===== src/rtl/bt656x_pkg.sv =====
package bt656x_pkg;

    typedef enum logic [1:0] {
        ST_HUNT    = 2'd0,
        ST_SEEN_FF = 2'd1,
        ST_SEEN_Z1 = 2'd2,
        ST_SEEN_Z2 = 2'd3
    } hunt_state_t;

    typedef struct packed {
        logic f;
        logic v;
        logic h;
    } tflags_t;

    localparam logic [7:0] PRE_HI = 8'hFF;
    localparam logic [7:0] PRE_LO = 8'h00;

    function automatic logic status_valid(input logic [7:0] s);
        logic f, v, h;
        f = s[6];
        v = s[5];
        h = s[4];
        return s[7] && (s[3] == (v ^ h)) && (s[2] == (f ^ h)) &&
               (s[1] == (f ^ v)) && (s[0] == (f ^ v ^ h));
    endfunction

endpackage


===== src/rtl/bt656x_hunt.sv =====
module bt656x_hunt
    import bt656x_pkg::*;
(
    input  logic       clk,
    input  logic       rst_n,
    input  logic [7:0] din,
    output logic       status_stb,
    output logic       data_en
);
    hunt_state_t state_q, state_d;

    always_comb begin
        state_d = state_q;
        unique case (state_q)
            ST_HUNT:    state_d = (din == PRE_HI) ? ST_SEEN_FF : ST_HUNT;
            ST_SEEN_FF: begin
                if (din == PRE_LO)      state_d = ST_SEEN_Z1;
                else if (din == PRE_HI) state_d = ST_SEEN_FF;
                else                    state_d = ST_HUNT;
            end
            ST_SEEN_Z1: begin
                if (din == PRE_LO)      state_d = ST_SEEN_Z2;
                else if (din == PRE_HI) state_d = ST_SEEN_FF;
                else                    state_d = ST_HUNT;
            end
            ST_SEEN_Z2: state_d = ST_HUNT;
        endcase
    end

    always_ff @(posedge clk) begin
        if (!rst_n) state_q <= ST_HUNT;
        else        state_q <= state_d;
    end

    always_comb begin
        status_stb = 1'b0;
        data_en    = 1'b0;
        unique case (state_q)
            ST_HUNT:    data_en    = (din != PRE_HI);
            ST_SEEN_FF: ;
            ST_SEEN_Z1: ;
            ST_SEEN_Z2: status_stb = 1'b1;
        endcase
    end

    // the status state is reached only straight after the second zero
    a_r2_preamble_order: assert property (@(posedge clk) disable iff (!rst_n)
        (state_q == ST_SEEN_Z2) |-> ($past(state_q) == ST_SEEN_Z1 && $past(din) == PRE_LO));

    // the status byte is always consumed and the hunt restarts
    a_r3_status_consumed: assert property (@(posedge clk) disable iff (!rst_n)
        (state_q == ST_SEEN_Z2) |=> (state_q == ST_HUNT));
endmodule


===== src/rtl/bt656x_flags.sv =====
module bt656x_flags
    import bt656x_pkg::*;
(
    input  logic       clk,
    input  logic       rst_n,
    input  logic       status_stb,
    input  logic [7:0] status,
    output tflags_t    flags_o,
    output logic       sav_o,
    output logic       eav_o,
    output logic       err_o
);
    logic good;
    assign good = status_valid(status);

    always_ff @(posedge clk) begin
        if (!rst_n) begin
            flags_o <= '{f: 1'b0, v: 1'b1, h: 1'b1};
            sav_o   <= 1'b0;
            eav_o   <= 1'b0;
            err_o   <= 1'b0;
        end else begin
            sav_o <= status_stb && good && !status[4];
            eav_o <= status_stb && good &&  status[4];
            err_o <= status_stb && !good;
            if (status_stb && good)
                flags_o <= '{f: status[6], v: status[5], h: status[4]};
        end
    end

    // strobes never overlap
    a_r8_onehot_strobes: assert property (@(posedge clk) disable iff (!rst_n)
        $onehot0({sav_o, eav_o, err_o}));

    // a rejected code leaves the timing pins alone
    a_r6_hold_on_error: assert property (@(posedge clk) disable iff (!rst_n)
        err_o |-> $stable(flags_o));

    // the strobe agrees with the horizontal pin
    a_r5_sav_h_low: assert property (@(posedge clk) disable iff (!rst_n)
        sav_o |-> !flags_o.h);
    a_r5_eav_h_high: assert property (@(posedge clk) disable iff (!rst_n)
        eav_o |-> flags_o.h);
endmodule


===== src/rtl/bt656x_count.sv =====
module bt656x_count #(
    parameter int CNT_W = 12
) (
    input  logic             clk,
    input  logic             rst_n,
    input  logic             start_i,
    input  logic             stop_i,
    input  logic             byte_en,
    output logic [CNT_W-1:0] cnt_o
);
    localparam logic [CNT_W-1:0] CNT_MAX = {CNT_W{1'b1}};

    logic active_q;

    always_ff @(posedge clk) begin
        if (!rst_n) begin
            active_q <= 1'b0;
            cnt_o    <= '0;
        end else if (start_i) begin
            active_q <= 1'b1;
            cnt_o    <= '0;
        end else if (stop_i) begin
            active_q <= 1'b0;
        end else if (active_q && byte_en && cnt_o != CNT_MAX) begin
            cnt_o <= cnt_o + 1'b1;
        end
    end

    // without a start code the count never goes down
    a_r7_monotonic: assert property (@(posedge clk) disable iff (!rst_n)
        !start_i |=> (cnt_o >= $past(cnt_o)));

    // an end code freezes the count
    a_r7_hold_after_stop: assert property (@(posedge clk) disable iff (!rst_n)
        (stop_i && !start_i) |=> $stable(cnt_o));
endmodule


===== src/rtl/bt656_timing_extract.sv =====
module bt656_timing_extract
    import bt656x_pkg::*;
#(
    parameter int CNT_W = 12
) (
    input  logic             clk,
    input  logic             rst_n,
    input  logic [7:0]       vid_byte,
    output logic             hsync_o,
    output logic             blank_o,
    output logic             vsync_o,
    output logic             sav_o,
    output logic             eav_o,
    output logic             code_err_o,
    output logic [CNT_W-1:0] act_count_o
);
    logic    status_stb, data_en;
    logic    good_code, start_evt, stop_evt;
    tflags_t flags;

    bt656x_hunt u_hunt (
        .clk        (clk),
        .rst_n      (rst_n),
        .din        (vid_byte),
        .status_stb (status_stb),
        .data_en    (data_en)
    );

    bt656x_flags u_flags (
        .clk        (clk),
        .rst_n      (rst_n),
        .status_stb (status_stb),
        .status     (vid_byte),
        .flags_o    (flags),
        .sav_o      (sav_o),
        .eav_o      (eav_o),
        .err_o      (code_err_o)
    );

    assign good_code = status_stb && status_valid(vid_byte);
    assign start_evt = good_code && !vid_byte[4];
    assign stop_evt  = good_code &&  vid_byte[4];

    bt656x_count #(.CNT_W(CNT_W)) u_count (
        .clk     (clk),
        .rst_n   (rst_n),
        .start_i (start_evt),
        .stop_i  (stop_evt),
        .byte_en (data_en),
        .cnt_o   (act_count_o)
    );

    assign hsync_o = flags.h;
    assign blank_o = flags.v;
    assign vsync_o = flags.f;

    // pins move only at the edge that captures a valid code
    a_r4_pins_move_on_code: assert property (@(posedge clk) disable iff (!rst_n)
        !(sav_o || eav_o) |-> $stable({hsync_o, blank_o, vsync_o}));
endmodule


===== config.mk =====
export PLATFORM = sky130hd
export DESIGN_NAME = bt656_timing_extract
export DESIGN_NICKNAME = d
export VERILOG_FILES = /design/src/rtl/bt656x_pkg.sv /design/src/rtl/bt656x_hunt.sv /design/src/rtl/bt656x_flags.sv /design/src/rtl/bt656x_count.sv /design/src/rtl/bt656_timing_extract.sv
export SDC_FILE = /design/constraint.sdc
export NUM_CORES = 1
export LEC_CHECK = 0
export BUFFER_PORTS_ARGS = -buffer_cell sky130_fd_sc_hd__buf_2
export CORE_ASPECT_RATIO = 1.75
export CORE_MARGIN = 3
export CORE_UTILIZATION = 33
export DETAILED_ROUTE_END_ITERATION = 7
export PLACE_DENSITY = 0.64
export RECOVER_POWER = 100
export SYNTH_ARGS = -nofsm -noshare
export SYNTH_HDL_FRONTEND = slang
export SYNTH_SLANG_ARGS = --single-unit

===== constraint.sdc =====
create_clock -name clk -period 2.3 [get_ports clk]
set_input_delay 0.46 -clock clk [delete_from_list [all_inputs] [get_ports clk]]
set_output_delay 0.46 -clock clk [all_outputs]
set_load 0.02 [all_outputs]

==> impl_metrics.py, run 1 <==
metrics = {
    "timing": {
        "skew_ns": 0.00375,
        "setup_ws_ns": 0.405,
        "rsz0062_at_grt": "false",
        "post-route-period-util": 0.824,
        "hold_violations": 0,
        "setup_viol": 0,
        "drv_slew": 0,
        "fin_setup_tns_ns": 0,
        "whs_ns": 0.465,
        "fmaxAchievable_mhz": 528,
        "max_slew_margin": 0.627,
        "period_needed_ns": 1.90,
        "worst_pin_slew_ns": 0.556,
    },
    "power": {
        "powerDensity_nw_per_um2": 519,
        "clockPowerShare": 0.360,
        "combPwrFrac": 0.070,
        "leakage_nw": 0.429,
        "vdd_ir_drop_max_mv": 0.461,
        "power.share.switching": 0.207,
        "p_int_mw": 0.506,
        "p_switching_mw": 0.132,
        "p_seq_frac": 0.570,
    },
    "clocking": {
        "cts_buffers": 3,
        "post_cts_buffers": 0,
        "clock-sinks": 21,
        "cts_max_level": 1,
        "cts_resized": 0,
        "cts_root_buffer": "clkbuf_8",
        "clk_path_buf_depth": 2,
        "path_clk_slew_ns": 0.07,
        "clock_latency_ns": 0.25,
        "cts_tree": "done",
        "hold_buffers": 0,
    },
    "global_route": {
        "antenna_found_initial": 0,
        "grt-ovfl-total": 0,
        "grt_pass1_vias": 856,
        "track_usage": 0.123,
        "grt_pass1_wl_um": 3850,
        "grt_max_degree": 13,
    },
    "worst_setup_path": {
        "critPathArrivalTime_ns": 2.08,
        "cpPeakStageDelay_ns": 0.33,
        "worstPathRequired_ns": 2.48,
        "start_kind": "input pin",
        "endpoint_kind": "register",
        "path_cells": "clkbuf_1 -> inv_1 -> ha_1 -> xnor2_1 -> nand3_1 -> a211oi_4 -> nand2_1 -> o22ai_1",
        "critPathBufInv": 2,
        "crit_fanout": 7,
        "critPathSlowestCell": "a211oi_4",
        "crit_family": "compound AO/OA/AOI/OAI gates",
        "crit_type": "input pin to register",
    },
    "placed_design": {
        "portBuffers": 27,
        "post-place-ws_ns": 0.242,
        "hpwl_um": 1740,
        "gp_congestion": 0.784,
        "place_area_sq_um": 1210,
    },
    "floorplanning": {
        "io_pins": 28,
        "die_x_um": 48.4,
        "rows": 26,
        "start_util": 0.350,
        "die_y_um": 80.1,
        "dieArea_sq_um": 3870,
        "core_area_sq_um": 2960,
    },
    "routing": {
        "routedWlPerCell_um": 11.9,
        "routed-via-count": 912,
        "drt_iter0_markers": 20,
        "ant_nets": 0,
        "via_per_inst": 4.85,
        "wl_um": 2230,
        "first_pass_iters": 4,
        "remaining_drc_errors": 0,
    },
    "logic_synthesis": {
        "postSynthCellCount": 117,
        "synth_nets": 130,
        "synth-seq-cells": 21,
        "ys_seq_area_frac": 0.406,
        "syn_area_per_cell_sq_um": 8.85,
        "yosys_warnings": 0,
        "netlist_area_sq_um": 1040,
        "synth_cell_types": 29,
    },
    "final_layout": {
        "num_antenna_cells": 0,
        "drive_gt1_frac": 0.116,
        "area_growth_pct": 18.6,
        "nNetsFinal": 160,
        "fillCellCount": 315,
        "final_cell_area_sq_um": 1230,
    },
    "outcome": {
        "status": "finished clean",
    },
    "run": {
        "max_cap_violations": 0,
    },
    "min_path": {
        "hp-class": "input pin to register",
    },
}
==> kinds of logic after synthesis <==
kind of cell,after synthesis,synth area share
multiplexers,1,0.00966
AO/OA/AOI/OAI,11,0.0773
adder cells (fa/ha/maj),3,0.0362
AND/OR/NAND/NOR,58,0.287
flip-flops,21,0.406
XOR/XNOR,16,0.149
buffers and inverters,7,0.0350
==> registers in the layout, indices dropped and copies added (netlist names) <==
register,count
u_count.cnt_o,12
u_flags.sav_o,1
u_flags.eav_o,1
u_flags.flags_o,3
u_count.active_q,1
u_flags.err_o,1
u_hunt.state_q,2
==> synthesized netlist by cell type, drive strengths merged <==
library cell	instances	share of area
and3	4	0.024
a211oi	1	0.019
or3	1	0.011
o21ai	4	0.019
a21bo	1	0.0097
nor2	16	0.058
dfxtp	21	0.41
o211ai	1	0.0072
nor4	6	0.036
xor2	3	0.025
nor3b	4	0.029
or4b	1	0.0097
nand2	10	0.039
nand4	2	0.012
nand3	9	0.043
a31oi	1	0.0060
nor3	4	0.019
or2	1	0.0060
mux2i	1	0.0097
ha	3	0.036
inv	4	0.014
xnor2	12	0.10
o22ai	1	0.0060
a21oi	2	0.0097
buf	3	0.021
xnor3	1	0.022
==> power groups by stage <==
stage,Clock [mW],Sequential (mW),Combinational (mW)
6_report,0.230,0.363,0.0447
5_1_grt,0.256,0.363,0.0503
4_1_cts,0.236,0.363,0.0456
3_5_place_dp,0,0.372,0.0451
3_3_place_gp,0,0.372,0.0444
2_1_floorplan,0,0.372,0.0287
==> final cells by class <==
cell class                 count  area (sq um)  share of cell area
timing repair buffer          28           119              0.0967
multi-input combinational     89           577               0.469
sequential                    21           420               0.342
inverter                       4          15.0              0.0122
tap                           42          52.6              0.0428
clock buffer                   4          45.0              0.0367
==> worst paths after layout <==
path / startpoint / endpoint / slack (ns) / cells past startpoint
min reg2reg: u_flags.flags_o[1]$_SDFFE_PN1N_ / u_flags.flags_o[1]$_SDFFE_PN1N_ / 0.48 / 2
min: rst_n / u_flags.flags_o[1]$_SDFFE_PN1N_ / 0.47 / 2
max: vid_byte[4] / u_count.active_q$_SDFFE_PN0P_ / 0.40 / 8
max reg2reg: u_count.cnt_o[0]$_SDFFE_PP0P_ / u_count.cnt_o[10]$_SDFFE_PP0P_ / 0.60 / 6
==> stage by stage <==
stage | power, mW | std cells | utilization
after floorplan | 0.400 | 117 | -
after detailed placement | 0.417 | 184 | 0.409
after global routing | 0.669 | 188 | 0.415
after global placement | 0.416 | 184 | 0.409
after CTS | 0.645 | 188 | 0.424
final | 0.638 | 188 | 0.415
==> routing by layer <==
metal / global-route usage / vias up / wire [um]
met5: 0 / - / 0
met4: 0.0427 / 0 / 32
met3: 0.0278 / 4 / 137
li1: - / 461 / -
met2: 0.220 / 27 / 1130
met1: 0.142 / 420 / 935
==> placed cells by master, fill, tap and decap left out, drive strengths merged <==
master	n
clkbuf	23
nand4	2
a21oi	2
xnor2	12
nor3	4
or2	1
buf	9
inv	4
nand2	10
a31oi	1
or3	1
nor3b	4
dfxtp	21
nor2	16
a211oi	1
o211ai	1
or4b	1
o22ai	1
nand3	9
xor2	3
and3	4
o21ai	4
ha	3
mux2i	1
xnor3	1
nor4	6
a21bo	1
==> worst register-to-register path, stage by stage (launching register included) <==
cell     delay (ns)
dfxtp_1        0.39
ha_1           0.23
nand3_1        0.11
or2_2          0.30
nor4_1         0.34
xnor2_1        0.16
nor2_1         0.05
(Power assumes the default switching activity.)
==> inputs of run 2 (changes only) <==
clock period = 1.75 ns   (was 2.3 ns; I/O delays follow)
==> run 2 against run 1 <==
- via count rose by 7.3%
- cell count grew 7.4%
- wire length up 13%
- sequential share of layout area shrank 3.6 points
- sequential power increased by 31%
- sequential cell count unchanged
- count of clock-buffer cells in the layout shrank 1
- hold slack got worse by 0.10 ns
- largest power group unchanged
==> impl_metrics.py, run 2 (same netlist as run 1, synthesis figures left out) <==
metrics = {
    "outcome": {
        "status": "finished clean",
    },
    "clocking": {
        "path_clk_slew_ns": 0.07,
        "cts_buffers": 3,
        "cts_max_level": 1,
        "clock-sinks": 21,
        "cts_tree": "done",
        "clock_latency_ns": 0.26,
        "cts_root_buffer": "clkbuf_8",
        "clk_path_buf_depth": 2,
    },
    "worst_setup_path": {
        "critPathBufInv": 3,
        "critPathSlowestCell": "ha_4",
        "path_cells": "clkbuf_2 -> inv_1 -> ha_4 -> xnor2_2 -> nand3_1 -> a211oi_4 -> buf_4 -> mux2i_1 -> nand2_1",
        "crit_family": "buffers and inverters",
        "worstPathRequired_ns": 1.90,
        "critPathArrivalTime_ns": 1.79,
        "endpoint_kind": "register",
        "cpPeakStageDelay_ns": 0.28,
        "crit_fanout": 5,
        "start_kind": "input pin",
        "crit_type": "input pin to register",
    },
    "power": {
        "powerDensity_nw_per_um2": 635,
        "p_int_mw": 0.675,
        "vdd_ir_drop_max_mv": 0.409,
        "p_seq_frac": 0.548,
        "p_switching_mw": 0.196,
        "power.share.switching": 0.225,
        "clockPowerShare": 0.360,
        "combPwrFrac": 0.092,
        "leakage_nw": 0.512,
    },
    "final_layout": {
        "layout_commonest_cell": "dfxtp_1",
        "multi_input_area_sq_um": 612,
        "regArea_sq_um": 420,
        "fillCellCount": 306,
        "largest_register_ffs": 12,
        "area_growth_pct": 32.4,
        "final_cell_area_sq_um": 1370,
        "nNetsFinal": 174,
        "postLayoutCoreUtil": 0.463,
        "num_antenna_cells": 0,
        "largest-register": "u_count.cnt_o",
        "mostFrequentLayoutCells": "dfxtp_1, clkbuf_1, nor2_1, buf_4, xnor2_1",
        "drive_gt1_frac": 0.238,
        "top_regs": "u_count.cnt_o: 12 flops, u_flags.flags_o: 3 flops, u_hunt.state_q: 2 flops",
    },
    "placed_design": {
        "hpwl_um": 1950,
        "gp_congestion": 0.755,
        "portBuffers": 27,
        "place_area_sq_um": 1310,
    },
    "min_path": {
        "hp-class": "input pin to register",
    },
    "floorplanning": {
        "core_area_sq_um": 2960,
        "io_pins": 28,
        "dieArea_sq_um": 3870,
        "start_util": 0.350,
        "die_y_um": 80.1,
        "die_x_um": 48.4,
        "rows": 26,
    },
    "timing": {
        "hold_violations": 0,
        "period_needed_ns": 1.64,
        "worst_pin_slew_ns": 0.469,
        "fmaxAchievable_mhz": 609,
        "post-route-period-util": 0.938,
        "skew_ns": 0.00216,
        "max_slew_margin": 0.685,
        "drv_slew": 0,
        "setup_viol": 0,
        "rsz0062_at_grt": "false",
    },
    "routing": {
        "wl_um": 2530,
        "via_per_inst": 4.85,
        "ant_nets": 0,
        "routedWlPerCell_um": 12.5,
        "first_pass_iters": 4,
        "remaining_drc_errors": 0,
        "routed-via-count": 979,
        "drt_iter0_markers": 11,
    },
    "global_route": {
        "grt_use_met1": 0.124,
        "antenna_found_initial": 0,
        "grt-ovfl-total": 0,
        "grt_pass1_wl_um": 4110,
        "track_usage": 0.134,
        "grt_use_met2": 0.268,
        "grt_util_met3": 0.0223,
        "busiest_layer": "met2",
        "grt_max_degree": 13,
        "grt_pass1_vias": 999,
    },
    "run": {
        "max_cap_violations": 0,
    },
}
run 2: changes by cell type in the layout (fill, tap and decap cells not counted), moves of 2 or more:
cell | before | now
buf_4 | 1 | 14
clkbuf_1 | 20 | 18
nor4_1 | 6 | 4
nor4_2 | 0 | 2
run 2: power by group through the flow:
stage	logic (mW)	clock network [mW]	registers [mW]
3_5_place_dp	0.0723	0	0.489
2_1_floorplan	0.0377	0	0.489
6_report	0.0800	0.314	0.477
4_1_cts	0.0725	0.327	0.477
3_3_place_gp	0.0691	0	0.489
5_1_grt	0.0873	0.344	0.477
run 2: what timing repair did:
action | 4_1_cts | 5_1_grt
hold buffers | 0 | 0
buffers inserted | 0 | 1
endpoints found under the setup margin | 0 | 15
resized for setup | 0 | 5
run 2: through the flow:
stage	worst slack (ns)	hold slack (ns)	power, mW	setup TNS, ns	instances
finish	0.108	0.362	0.871	0	202
global placement	-0.0937	0.450	0.558	-1.41	197
global route	0.0132	0.364	0.908	0	202
detailed placement	-0.171	0.454	0.561	-2.63	197
floorplan	0.0190	0.422	0.526	0	117
CTS	0.101	0.351	0.877	0	201
run 2: layout make-up:
type | count | share of cell area
timing repair buffer | 42 | 0.164
clock inverter | 1 | 0.00365
clock buffer | 3 | 0.0301
tap | 42 | 0.0383
multi-input combinational | 89 | 0.446
sequential | 21 | 0.307
inverter | 4 | 0.0109
run 2: routing by layer:
metal	part of all wire	routed length, um
met4	0.030	75
met1	0.38	950
met2	0.55	1380
met5	0	0
met3	0.047	120
run 2: path summary, 6_finish.rpt:
kind | startpoint | to | slack, ns | depth (start not counted)
setup reg to reg | u_count.cnt_o[0]$_SDFFE_PP0P_ | u_count.cnt_o[10]$_SDFFE_PP0P_ | 0.15 | 6
hold reg to reg | u_flags.flags_o[2]$_SDFFE_PN0N_ | u_flags.flags_o[2]$_SDFFE_PN0N_ | 0.48 | 2
setup / recovery | vid_byte[5] | u_flags.flags_o[1]$_SDFFE_PN1N_ | 0.11 | 9
hold / removal | rst_n | u_flags.flags_o[1]$_SDFFE_PN1N_ | 0.36 | 2
